===== config.mk =====
export PLATFORM = sky130hd
export DESIGN_NAME = dbg_readout_port
export DESIGN_NICKNAME = d
export VERILOG_FILES = /design/src/rtl/dbgro_pkg.sv /design/src/rtl/dbgro_sync.sv /design/src/rtl/dbgro_visreg.sv /design/src/rtl/dbgro_fsm.sv /design/src/rtl/dbg_readout_port.sv
export SDC_FILE = /design/constraint.sdc
export NUM_CORES = 1
export LEC_CHECK = 0
export ABC_AREA = 1
export CORE_MARGIN = 2
export CORE_UTILIZATION = 50
export CTS_CLUSTER_SIZE = 12
export DETAILED_ROUTE_END_ITERATION = 6
export GPL_ROUTABILITY_DRIVEN = 0
export GPL_TIMING_DRIVEN = 0
export PLACE_DENSITY = 0.86
export SLEW_MARGIN = 10
export SYNTH_ARGS = -nofsm -noshare
export SYNTH_HDL_FRONTEND = slang
export SYNTH_SLANG_ARGS = --single-unit

===== constraint.sdc =====
create_clock -name clk -period 1.5 [get_ports clk]
set_clock_uncertainty 0.1 [all_clocks]
set_input_delay 0.3 -clock clk [delete_from_list [all_inputs] [get_ports clk]]
set_output_delay 0.3 -clock clk [all_outputs]
set_load 0.005 [all_outputs]

===== src/rtl/dbgro_pkg.sv =====
package dbgro_pkg;
  typedef enum logic [1:0] {
    ST_FETCH = 2'd0,
    ST_IDLE  = 2'd1,
    ST_SHIFT = 2'd2,
    ST_HOLD  = 2'd3
  } dbgro_state_e;

  function automatic int max3(input int a, input int b, input int c);
    int m;
    m = (a > b) ? a : b;
    return (m > c) ? m : c;
  endfunction
endpackage


===== src/rtl/dbgro_sync.sv =====
module dbgro_sync #(
  parameter int STAGES = 2
) (
  input  logic clk,
  input  logic rst,
  input  logic sclk_pin,
  input  logic sdat_pin,
  output logic rise_o,
  output logic fall_o,
  output logic sdat_o
);
  logic [STAGES-1:0] ck_q;
  logic [STAGES-1:0] dt_q;
  logic              ck_prev;

  generate
    if (STAGES == 1) begin : g_one
      always_ff @(posedge clk) begin
        if (rst) begin
          ck_q <= '0;
          dt_q <= '0;
        end else begin
          ck_q <= sclk_pin;
          dt_q <= sdat_pin;
        end
      end
    end else begin : g_chain
      always_ff @(posedge clk) begin
        if (rst) begin
          ck_q <= '0;
          dt_q <= '0;
        end else begin
          ck_q <= {ck_q[STAGES-2:0], sclk_pin};
          dt_q <= {dt_q[STAGES-2:0], sdat_pin};
        end
      end
    end
  endgenerate

  always_ff @(posedge clk) begin
    if (rst) ck_prev <= 1'b0;
    else     ck_prev <= ck_q[STAGES-1];
  end

  assign rise_o = ck_q[STAGES-1] & ~ck_prev;
  assign fall_o = ~ck_q[STAGES-1] & ck_prev;
  assign sdat_o = dt_q[STAGES-1];

  // a rising edge is reported only once the synchronised clock was low a cycle earlier
  p_rise_from_low_r2: assert property (@(posedge clk) disable iff (rst)
    rise_o |-> $past(ck_q[STAGES-1]) == 1'b0);
endmodule


===== src/rtl/dbgro_visreg.sv =====
module dbgro_visreg #(
  parameter int DATA_W = 16
) (
  input  logic              clk,
  input  logic              rst,
  input  logic              valid_i,
  output logic              ready_o,
  input  logic [DATA_W-1:0] data_i,
  output logic [DATA_W-1:0] word_o
);
  assign ready_o = 1'b1;

  always_ff @(posedge clk) begin
    if (rst)          word_o <= '0;
    else if (valid_i) word_o <= data_i;
  end

  // an accepted word is stored in the following cycle
  p_vis_load_r4: assert property (@(posedge clk) disable iff (rst)
    (valid_i && ready_o) |=> word_o == $past(data_i));
endmodule


===== src/rtl/dbgro_fsm.sv =====
module dbgro_fsm
  import dbgro_pkg::*;
#(
  parameter int          CODE_W    = 4,
  parameter int          IDLE_CYC  = 8,
  parameter int          DATA_W    = 16,
  parameter logic [3:0]  READ_CODE = 4'b0001
) (
  input  logic              clk,
  input  logic              rst,
  input  logic              rise_i,
  input  logic              fall_i,
  input  logic              din_i,
  input  logic [DATA_W-1:0] vis_word_i,
  output logic              dout_o,
  output logic              oe_o
);
  localparam int MAXC  = max3(CODE_W, IDLE_CYC, DATA_W);
  localparam int CNT_W = (MAXC > 2) ? $clog2(MAXC) : 1;
  localparam logic [CNT_W-1:0] CODE_LAST = CNT_W'(CODE_W - 1);
  localparam logic [CNT_W-1:0] IDLE_LAST = CNT_W'(IDLE_CYC - 1);
  localparam logic [CNT_W-1:0] DATA_LAST = CNT_W'(DATA_W - 1);
  localparam logic [CODE_W-1:0] RD_CODE  = CODE_W'(READ_CODE);

  dbgro_state_e      state;
  logic [CNT_W-1:0]  cnt;
  logic [CODE_W-1:0] code_q;
  logic [CODE_W-1:0] code_nxt;
  logic [DATA_W-1:0] shreg;
  logic              dout_q;
  logic              oe_q;

  // LSB first: the newest bit enters at the top and moves down
  assign code_nxt = {din_i, code_q[CODE_W-1:1]};

  always_ff @(posedge clk) begin
    if (rst) begin
      state  <= ST_FETCH;
      cnt    <= '0;
      code_q <= '0;
      shreg  <= '0;
      dout_q <= 1'b0;
      oe_q   <= 1'b0;
    end else begin
      unique case (state)
        ST_FETCH: begin
          if (rise_i) begin
            code_q <= code_nxt;
            if (cnt == CODE_LAST) begin
              cnt <= '0;
              if (code_nxt == RD_CODE) state <= ST_IDLE;
            end else begin
              cnt <= cnt + 1'b1;
            end
          end
        end
        ST_IDLE: begin
          if (rise_i) begin
            if (cnt == IDLE_LAST) begin
              cnt   <= '0;
              shreg <= vis_word_i;
              state <= ST_SHIFT;
            end else begin
              cnt <= cnt + 1'b1;
            end
          end
        end
        ST_SHIFT: begin
          if (fall_i) begin
            dout_q <= shreg[0];
            shreg  <= shreg >> 1;
            oe_q   <= 1'b1;
          end
          if (rise_i) begin
            if (cnt == DATA_LAST) begin
              cnt   <= '0;
              state <= ST_HOLD;
            end else begin
              cnt <= cnt + 1'b1;
            end
          end
        end
        ST_HOLD: begin
          if (rise_i) begin
            oe_q   <= 1'b0;
            code_q <= code_nxt;
            cnt    <= CNT_W'(1);
            state  <= ST_FETCH;
          end
        end
        default: state <= ST_FETCH;
      endcase
    end
  end

  assign dout_o = dout_q;
  assign oe_o   = oe_q;

  // the line is never driven during the idle gap
  p_idle_quiet_r3: assert property (@(posedge clk) disable iff (rst)
    (state == ST_IDLE) |-> !oe_q);

  // the line is an input whenever a control code is being fetched
  p_fetch_input_r7: assert property (@(posedge clk) disable iff (rst)
    (state == ST_FETCH) |-> !oe_q);

  // shifting is only ever entered from the idle gap
  p_shift_entry_r4: assert property (@(posedge clk) disable iff (rst)
    (state == ST_SHIFT && $past(state) != ST_SHIFT) |-> $past(state) == ST_IDLE);

  // while holding and no rising edge arrives, the driven bit stays put
  p_hold_stable_r6: assert property (@(posedge clk) disable iff (rst)
    (state == ST_HOLD && !rise_i) |=> ($stable(dout_q) && oe_q));

  // the rising edge that ends the hold releases the line
  p_release_r6: assert property (@(posedge clk) disable iff (rst)
    (state == ST_HOLD && rise_i) |=> (!oe_q && state == ST_FETCH));

  // a finished non-readout code keeps the block in fetch
  p_other_code_r7: assert property (@(posedge clk) disable iff (rst)
    (state == ST_FETCH && rise_i && cnt == CODE_LAST && code_nxt != RD_CODE)
      |=> (state == ST_FETCH && !oe_q));
endmodule


===== src/rtl/dbg_readout_port.sv =====
module dbg_readout_port #(
  parameter int         DATA_W      = 16,
  parameter int         CODE_W      = 4,
  parameter int         IDLE_CYC    = 8,
  parameter int         SYNC_STAGES = 2,
  parameter logic [3:0] READ_CODE   = 4'b0001
) (
  input  logic              clk,
  input  logic              rst,
  input  logic              sclk_i,
  input  logic              sdat_i,
  output logic              sdat_o,
  output logic              sdat_oe,
  input  logic              vis_valid,
  output logic              vis_ready,
  input  logic [DATA_W-1:0] vis_data
);
  logic              rise_s;
  logic              fall_s;
  logic              din_s;
  logic [DATA_W-1:0] vis_word;

  dbgro_sync #(.STAGES(SYNC_STAGES)) u_sync (
    .clk      (clk),
    .rst      (rst),
    .sclk_pin (sclk_i),
    .sdat_pin (sdat_i),
    .rise_o   (rise_s),
    .fall_o   (fall_s),
    .sdat_o   (din_s)
  );

  dbgro_visreg #(.DATA_W(DATA_W)) u_vis (
    .clk     (clk),
    .rst     (rst),
    .valid_i (vis_valid),
    .ready_o (vis_ready),
    .data_i  (vis_data),
    .word_o  (vis_word)
  );

  dbgro_fsm #(
    .CODE_W    (CODE_W),
    .IDLE_CYC  (IDLE_CYC),
    .DATA_W    (DATA_W),
    .READ_CODE (READ_CODE)
  ) u_fsm (
    .clk        (clk),
    .rst        (rst),
    .rise_i     (rise_s),
    .fall_i     (fall_s),
    .din_i      (din_s),
    .vis_word_i (vis_word),
    .dout_o     (sdat_o),
    .oe_o       (sdat_oe)
  );

  // one cycle after reset the line is released and low
  p_reset_quiet_r1: assert property (@(posedge clk)
    $past(rst) |-> (!sdat_oe && !sdat_o));
endmodule


==> summary.md, run 1 <==
| Metric | Value |
|---|---|
| Status | finished, violations left |
| Failing checks | negative setup slack |
| Setup WS post-layout | -42.23 ps |
| Antenna violations before repair | 0 |
| Total CTS buffers | 5 |
| Post-synth top area share | 44.99% |
| Worst hold path cell count | 2 |
| Adder-cell share of the synthesized area | 3.515% |
| Family with the most delay on the worst path | simple AND/OR/NAND/NOR gates |
| Routed WL | 4736 µm |
| Worst R2R End | u_fsm.cnt[0] |
| Synth Net Count | 329 |
| DRT Pass-1 Iters | 4 |
| CP most frequent cell | nand2_2 |
| Max Cap Viol | 0 |
| Reg2Reg Launch Point | u_fsm.state[0] |
| Final core area utilization | 68.49% |
| Static Leak | 1.113 nW |
| Yosys top cell by area | dfxtp_1 |
| Post-synthesis mux area share | 0% |
| Power Total | 2.430 mW |
| Largest family of logic cells by synthesized area | simple AND/OR/NAND/NOR gates |
| DP Worst Slack | -307.6 ps |
| Worst-path maximum fanout | 7 |
| YS warnings | 0 |
| Worst skew pair latency | 300 ps |
| CP Data Required Time | 1620 ps |
| Area Overhead vs Synth | 30.11% |
| Reg power frac | 54.7% |
| Max Buffers Root-to-Sink | 2 |
| Worst IR Drop VDD | 593.3 µV |
| PD cells | 874.3 nW/µm² |
| Antenna cells | 0 |
| Tcrit/Tclk final | 102.8% |
| Min Hold Slack | 265.4 ps |
| Nature of the critical path endpoint | flip-flop |
| ANT nets after route | 0 |
| Post-synthesis register bit count | 48 |
| Residual DRC | 0 |
| Via count | 1942 |
| CP peak stage delay | 390 ps |
| Top FF cell, synth | dfxtp_1 |
| First-pass GRT wire length | 7790 µm |
| Fin nets | 365 |
| Hold path startpoint | rst |
| PortBufs | 21 |
| Mapped cell area | 2136 µm² |
| Worst EP arrival | 1670 ps |
| DP HPWL | 3079 µm |
| Main area contributors after synthesis | dfxtp_1 (45%), nand2_1 (12%), a21oi_1 (7.7%), nand3_1 (6.6%), o21ai_0 (6.6%) |
| EDFF count, synth | 0 |
| Wirelength per Cell | 12.17 µm |
| Initial core utilization | 52.64% |
| Hold Vio Cnt, Final | 0 |
| Global Route Usage Sum | 19.74% |
| CP Launch Type | flip-flop |
| Die H | 69.36 µm |
| Switching Power | 535.0 µW |
| Hold/Removal Path Class | primary input to flip-flop |
| Worst-margin pin slew | 530.6 ps |
| Synth Area in Compound Gates | 15.47% |
| Count of standard-cell rows | 23 |
| Core area | 4058 µm² |
| Placed insts | 373 |
| Power Internal | 1.895 mW |
| Clk pin slew, worst setup/hold paths | 80 ps |
| CTS tree | done |
| Sink Count | 48 |
| Cell area after layout | 2779 µm² |
| Fin crit period | 1542 ps |
| Clock Tree Root | clkbuf_8 |
| F_max | 648.4 MHz |
| Max_slew headroom | 64.62% |
| Clk pwr share | 37.6% |
| Placed Area | 2414 µm² |
| Most frequent cells in the layout | nand2_1 (64), dfxtp_1 (42), inv_1 (28), a21oi_1 (28), nor2_1 (27) |
| Worst R2R Path Depth | 9 |
| Cell count after synthesis | 302 |
| Sw frac | 22.02% |
| Slowest cell on crit path | dfxtp_4 |
| Drt via density | 4.992 |
| Reg2reg setup slack | -40 ps |
| Simple-gate portion of the synthesized area | 25.95% |
| WHS Endpoint | u_fsm.shreg[9] |
| H-tree lvl count | 2 |
| Vias in the first global route | 1811 |
| Gate power share | 7.7% |
| Global route overflow | 0 |
| Boundary pin count | 24 |
| Largest net degree at the start of global routing | 15 |
| CP Cell Sequence | inv_4 -> ha_1 -> nor2_1 -> nand2_2 -> nand2_4 -> nand2_2 -> inv_2 -> nand3_1 -> a21oi_1 |
| Final std cells w/o fill | 389 |
| RSZ-0062 raised after global routing | yes |
| DR iter-0 viols | 85 |
| DIE AREA | 4810 µm² |
| Synthesized area per cell | 7.072 µm² |
| Setup CP Type | flip-flop to flip-flop |
| Xor and xnor area share after synthesis | 0.4101% |
| Die X | 69.36 µm |
| Register area share after synthesis | 44.99% |
| # setup viols final | 4 |
| Async SR Flop Fraction | 0% |
| Setup TNS | -123.1 ps |
| Worst Path Buf+Inv | 2 |
| Synth unique cells | 23 |
| Max Slew Vio Count | 0 |
| Most common cell after layout, fill and taps aside | nand2_1 |
| Layout cell share with drive strength beyond 1 | 18.58% |
-- repair_timing --
action / in CTS / in global routing
resized for setup: 33 / 40
hold buffers: 0 / 0
cloned: 0 / 1
setup buffers: 5 / 4
endpoints found under the setup margin: 24 / 38
pin swaps: 7 / 20
-- registers in the layout, summed over array words and instances, names as in the netlist --
register,flops
u_fsm.cnt,4
u_fsm.code_q,3
u_fsm.dout_o,1
u_fsm.oe_o,1
u_fsm.shreg,16
u_fsm.state,2
u_sync.ck_prev,1
u_sync.ck_q,2
u_sync.dt_q,2
u_vis.word_o,16
-- per-layer routing --
metal | wire length [µm] | part of all wire, % | up-vias | global-route usage, %
met2 | 2384 | 50 | 34 | 33.01
li1 | - | - | 1034 | -
met5 | 0 | 0 | - | 0
met4 | 95 | 2.0 | 0 | 9.586
met1 | 2109 | 45 | 864 | 23.38
met3 | 146 | 3.1 | 10 | 5.233
-- synth_stat cells (2+ instances only) --
library cell	instances
nand3_1	28
o21ai_0	28
inv_1	34
nor2_1	28
buf_2	5
a21oi_1	33
nand4_1	2
clkbuf_1	7
ha_1	6
nand2_1	71
dfxtp_1	48
-- power by group through the flow --
stage	Combinational, mW	Clock (mW)	Sequential [mW]
after floorplan	0.0999	0	1.36
final	0.187	0.913	1.33
after global routing	0.213	0.977	1.33
after global placement	0.171	0	1.36
after CTS	0.179	0.935	1.33
after detailed placement	0.175	0	1.36
-- kinds of logic after synthesis --
logic type      count (synthesis)
simple gates                  133
compound gates                 64
buf+inv                        49
flops                          48
fa+ha+maj                       6
xor+xnor                        1
other cells                     1
-- cell type report --
type,count,area [µm²]
fillers,324,1279
multi-input cells,205,1101
flip-flops and latches,48,973.4
repair buffers,29,285.3
inverters,35,142.6
plain buffers,14,106.4
clock buffers,6,72.57
well taps,50,62.56
clock inverters,2,35.03
-- worst max-delay path by stage --
stage	from	end	slack [ps]	cells after the start
6_report	u_fsm.state[0]	u_fsm.cnt[0]	-40	9
5_1_grt	u_fsm.state[0]	u_fsm.cnt[0]	-110	9
4_1_cts	u_fsm.state[0]	u_fsm.shreg[1]	-30	8
3_5_place_dp	vis_valid	u_vis.word_o[7]	-310	5
3_3_place_gp	vis_valid	u_vis.word_o[14]	-270	5
2_1_floorplan	u_fsm.state[0]	u_fsm.shreg[15]	7	9
Note: power is estimated with default switching activity, not from simulation.
==> run 2, diff against run 1 <==
--- a/config.mk
+++ b/config.mk
@@ -7,12 +7,13 @@
 export LEC_CHECK = 0
 export ABC_AREA = 1
 export CORE_MARGIN = 2
-export CORE_UTILIZATION = 50
+export CORE_UTILIZATION = 56
 export CTS_CLUSTER_SIZE = 12
 export DETAILED_ROUTE_END_ITERATION = 6
+export DONT_BUFFER_PORTS = 1
 export GPL_ROUTABILITY_DRIVEN = 0
 export GPL_TIMING_DRIVEN = 0
-export PLACE_DENSITY = 0.86
+export PLACE_DENSITY = 0.85
 export SLEW_MARGIN = 10
 export SYNTH_ARGS = -nofsm -noshare
 export SYNTH_HDL_FRONTEND = slang
==> run 2 against run 1 <==
Effect of this change:
- the flow still finishes with violations (negative setup slack)
- utilization grew 1.1 points
- cell count down 6.4%
- combinational power fell by 25%
- sequential power about the same
- sequential share of layout area up 3.1 points
- total power shrank 7.3%
- largest cell class unchanged
- largest power group unchanged
==> summary.md, run 2 (same netlist as run 1, synthesis figures left out) <==
| Metric | Value |
|---|---|
| Static Leak | 0.9755 nW |
| Layout cell share with drive strength beyond 1 | 19.94% |
| Fill cells | 303 |
| F_max | 647.5 MHz |
| Placed insts | 350 |
| PD cells | 884.8 nW/µm² |
| Antenna violations before repair | 0 |
| Status | finished, violations left |
| Drt via density | 5.310 |
| Antenna cells | 0 |
| DIE AREA | 4324 µm² |
| Min Hold Slack | 3.815 ps |
| Reg2reg setup slack | -40 ps |
| Multi-input gate area | 1126 µm² |
| Die H | 65.76 µm |
| # setup viols final | 9 |
| Total CTS buffers | 5 |
| Worst skew pair latency | 290 ps |
| Worst-path maximum fanout | 8 |
| Final std cells w/o fill | 364 |
| Tcrit/Tclk final | 103.0% |
| CP Data Required Time | 1620 ps |
| Worst EP arrival | 1660 ps |
| Worst IR Drop VDD | 948.2 µV |
| H-tree lvl count | 2 |
| DP Worst Slack | -248.1 ps |
| Fin crit period | 1544 ps |
| Area Overhead vs Synth | 19.21% |
| Setup WS post-layout | -44.49 ps |
| DP HPWL | 3031 µm |
| Boundary pin count | 24 |
| CP Launch Type | flip-flop |
| DRT Pass-1 Iters | 4 |
| Max_slew headroom | 62.44% |
| Most common cell after layout, fill and taps aside | nand2_1 |
| Initial core utilization | 58.34% |
| DR iter-0 viols | 115 |
| Setup CP Type | flip-flop to flip-flop |
| PortBufs | 0 |
| Routed WL | 4752 µm |
| Sink Count | 48 |
| CTS tree | done |
| Global route overflow | 0 |
| Via count | 1933 |
| Most frequent cells in the layout | nand2_1 (65), dfxtp_1 (44), inv_1 (28), a21oi_1 (27), nor2_1 (26) |
| Setup TNS | -197.2 ps |
| Hold Vio Cnt, Final | 0 |
| Wirelength per Cell | 13.05 µm |
| Sequential cell area | 970.9 µm² |
| Die X | 65.76 µm |
| ANT nets after route | 0 |
| Vias in the first global route | 1843 |
| Max Cap Viol | 0 |
| Failing checks | negative setup slack |
| Clk pin slew, worst setup/hold paths | 90 ps |
| Max Slew Vio Count | 0 |
| Hold/Removal Path Class | primary input to flip-flop |
| Global Route Usage Sum | 22.35% |
| RSZ-0062 raised after global routing | yes |
| Worst-margin pin slew | 563.3 ps |
| Core area | 3661 µm² |
| Count of standard-cell rows | 22 |
| Clock Tree Root | clkbuf_8 |
| Max Buffers Root-to-Sink | 2 |
| Fin nets | 342 |
| Nature of the critical path endpoint | flip-flop |
| Top Registers | u_fsm.shreg: 16 flops, u_vis.word_o: 16 flops, u_fsm.cnt: 4 flops |
| Power Total | 2.253 mW |
| Largest net degree at the start of global routing | 15 |
| Residual DRC | 0 |
| First-pass GRT wire length | 7534 µm |
[run 2: layout make-up]
| cell class | instances | area share, % |
|---|---|---|
| well taps | 48 | 2.359 |
| flip-flops and latches | 48 | 38.13 |
| repair buffers | 6 | 2.064 |
| plain buffers | 14 | 3.833 |
| inverters | 35 | 5.700 |
| clock buffers | 7 | 3.391 |
| multi-input cells | 205 | 44.23 |
| clock inverters | 1 | 0.2948 |
[run 2: path summary, 6_finish.rpt]
check / from / end / depth (start not counted)
worst max-delay path: u_fsm.state[0] / u_fsm.cnt[0] / 9
worst min-delay path: sclk_i / u_sync.ck_q[0] / 2
worst max register to register: u_fsm.state[0] / u_fsm.cnt[0] / 9
worst min register to register: u_sync.dt_q[0] / u_sync.dt_q[1] / 2
[run 2: where the power goes]
part           switching (mW)  internal (mW)
Combinational          0.0937         0.0468
Sequential             0.0177           1.31
Clock                   0.409          0.375
Total                   0.520           1.73
[run 2: through the flow]
| step | utilization (%) | instance area, µm² |
|---|---|---|
| after floorplan | - | 2141 |
| after global placement | 60.12 | 2201 |
| after detailed placement | 60.12 | 2201 |
| after CTS | 65.55 | 2400 |
| after global routing | 69.55 | 2546 |
| final | 69.55 | 2546 |
[run 2: critical path, cell delays in order, from the launching register on]
cell and delay [ps]:
dfxtp_4 390, inv_4 60, ha_4 180, nor2_4 160, nand2_2 100, nand2_4 140
nand2_2 70, inv_2 70, nand3_1 80, a21oi_2 120
[run 2: timing repair]
item / CTS / global route
endpoints found under the hold margin: 0 / 0
setup endpoints to repair: 24 / 25
hold buffers: 0 / 0
setup buffers: 5 / 0
resized for setup: 23 / 48
gates cloned: 0 / 1
pin swaps: 4 / 11
[run 2: per-layer routing]
metal | vias up | track usage [%] | wire length (µm)
met5 | - | 0 | 0
met2 | 47 | 38.51 | 2465
met1 | 888 | 26.19 | 2041
li1 | 994 | - | -
met4 | 0 | 10.68 | 46
met3 | 4 | 4.795 | 198
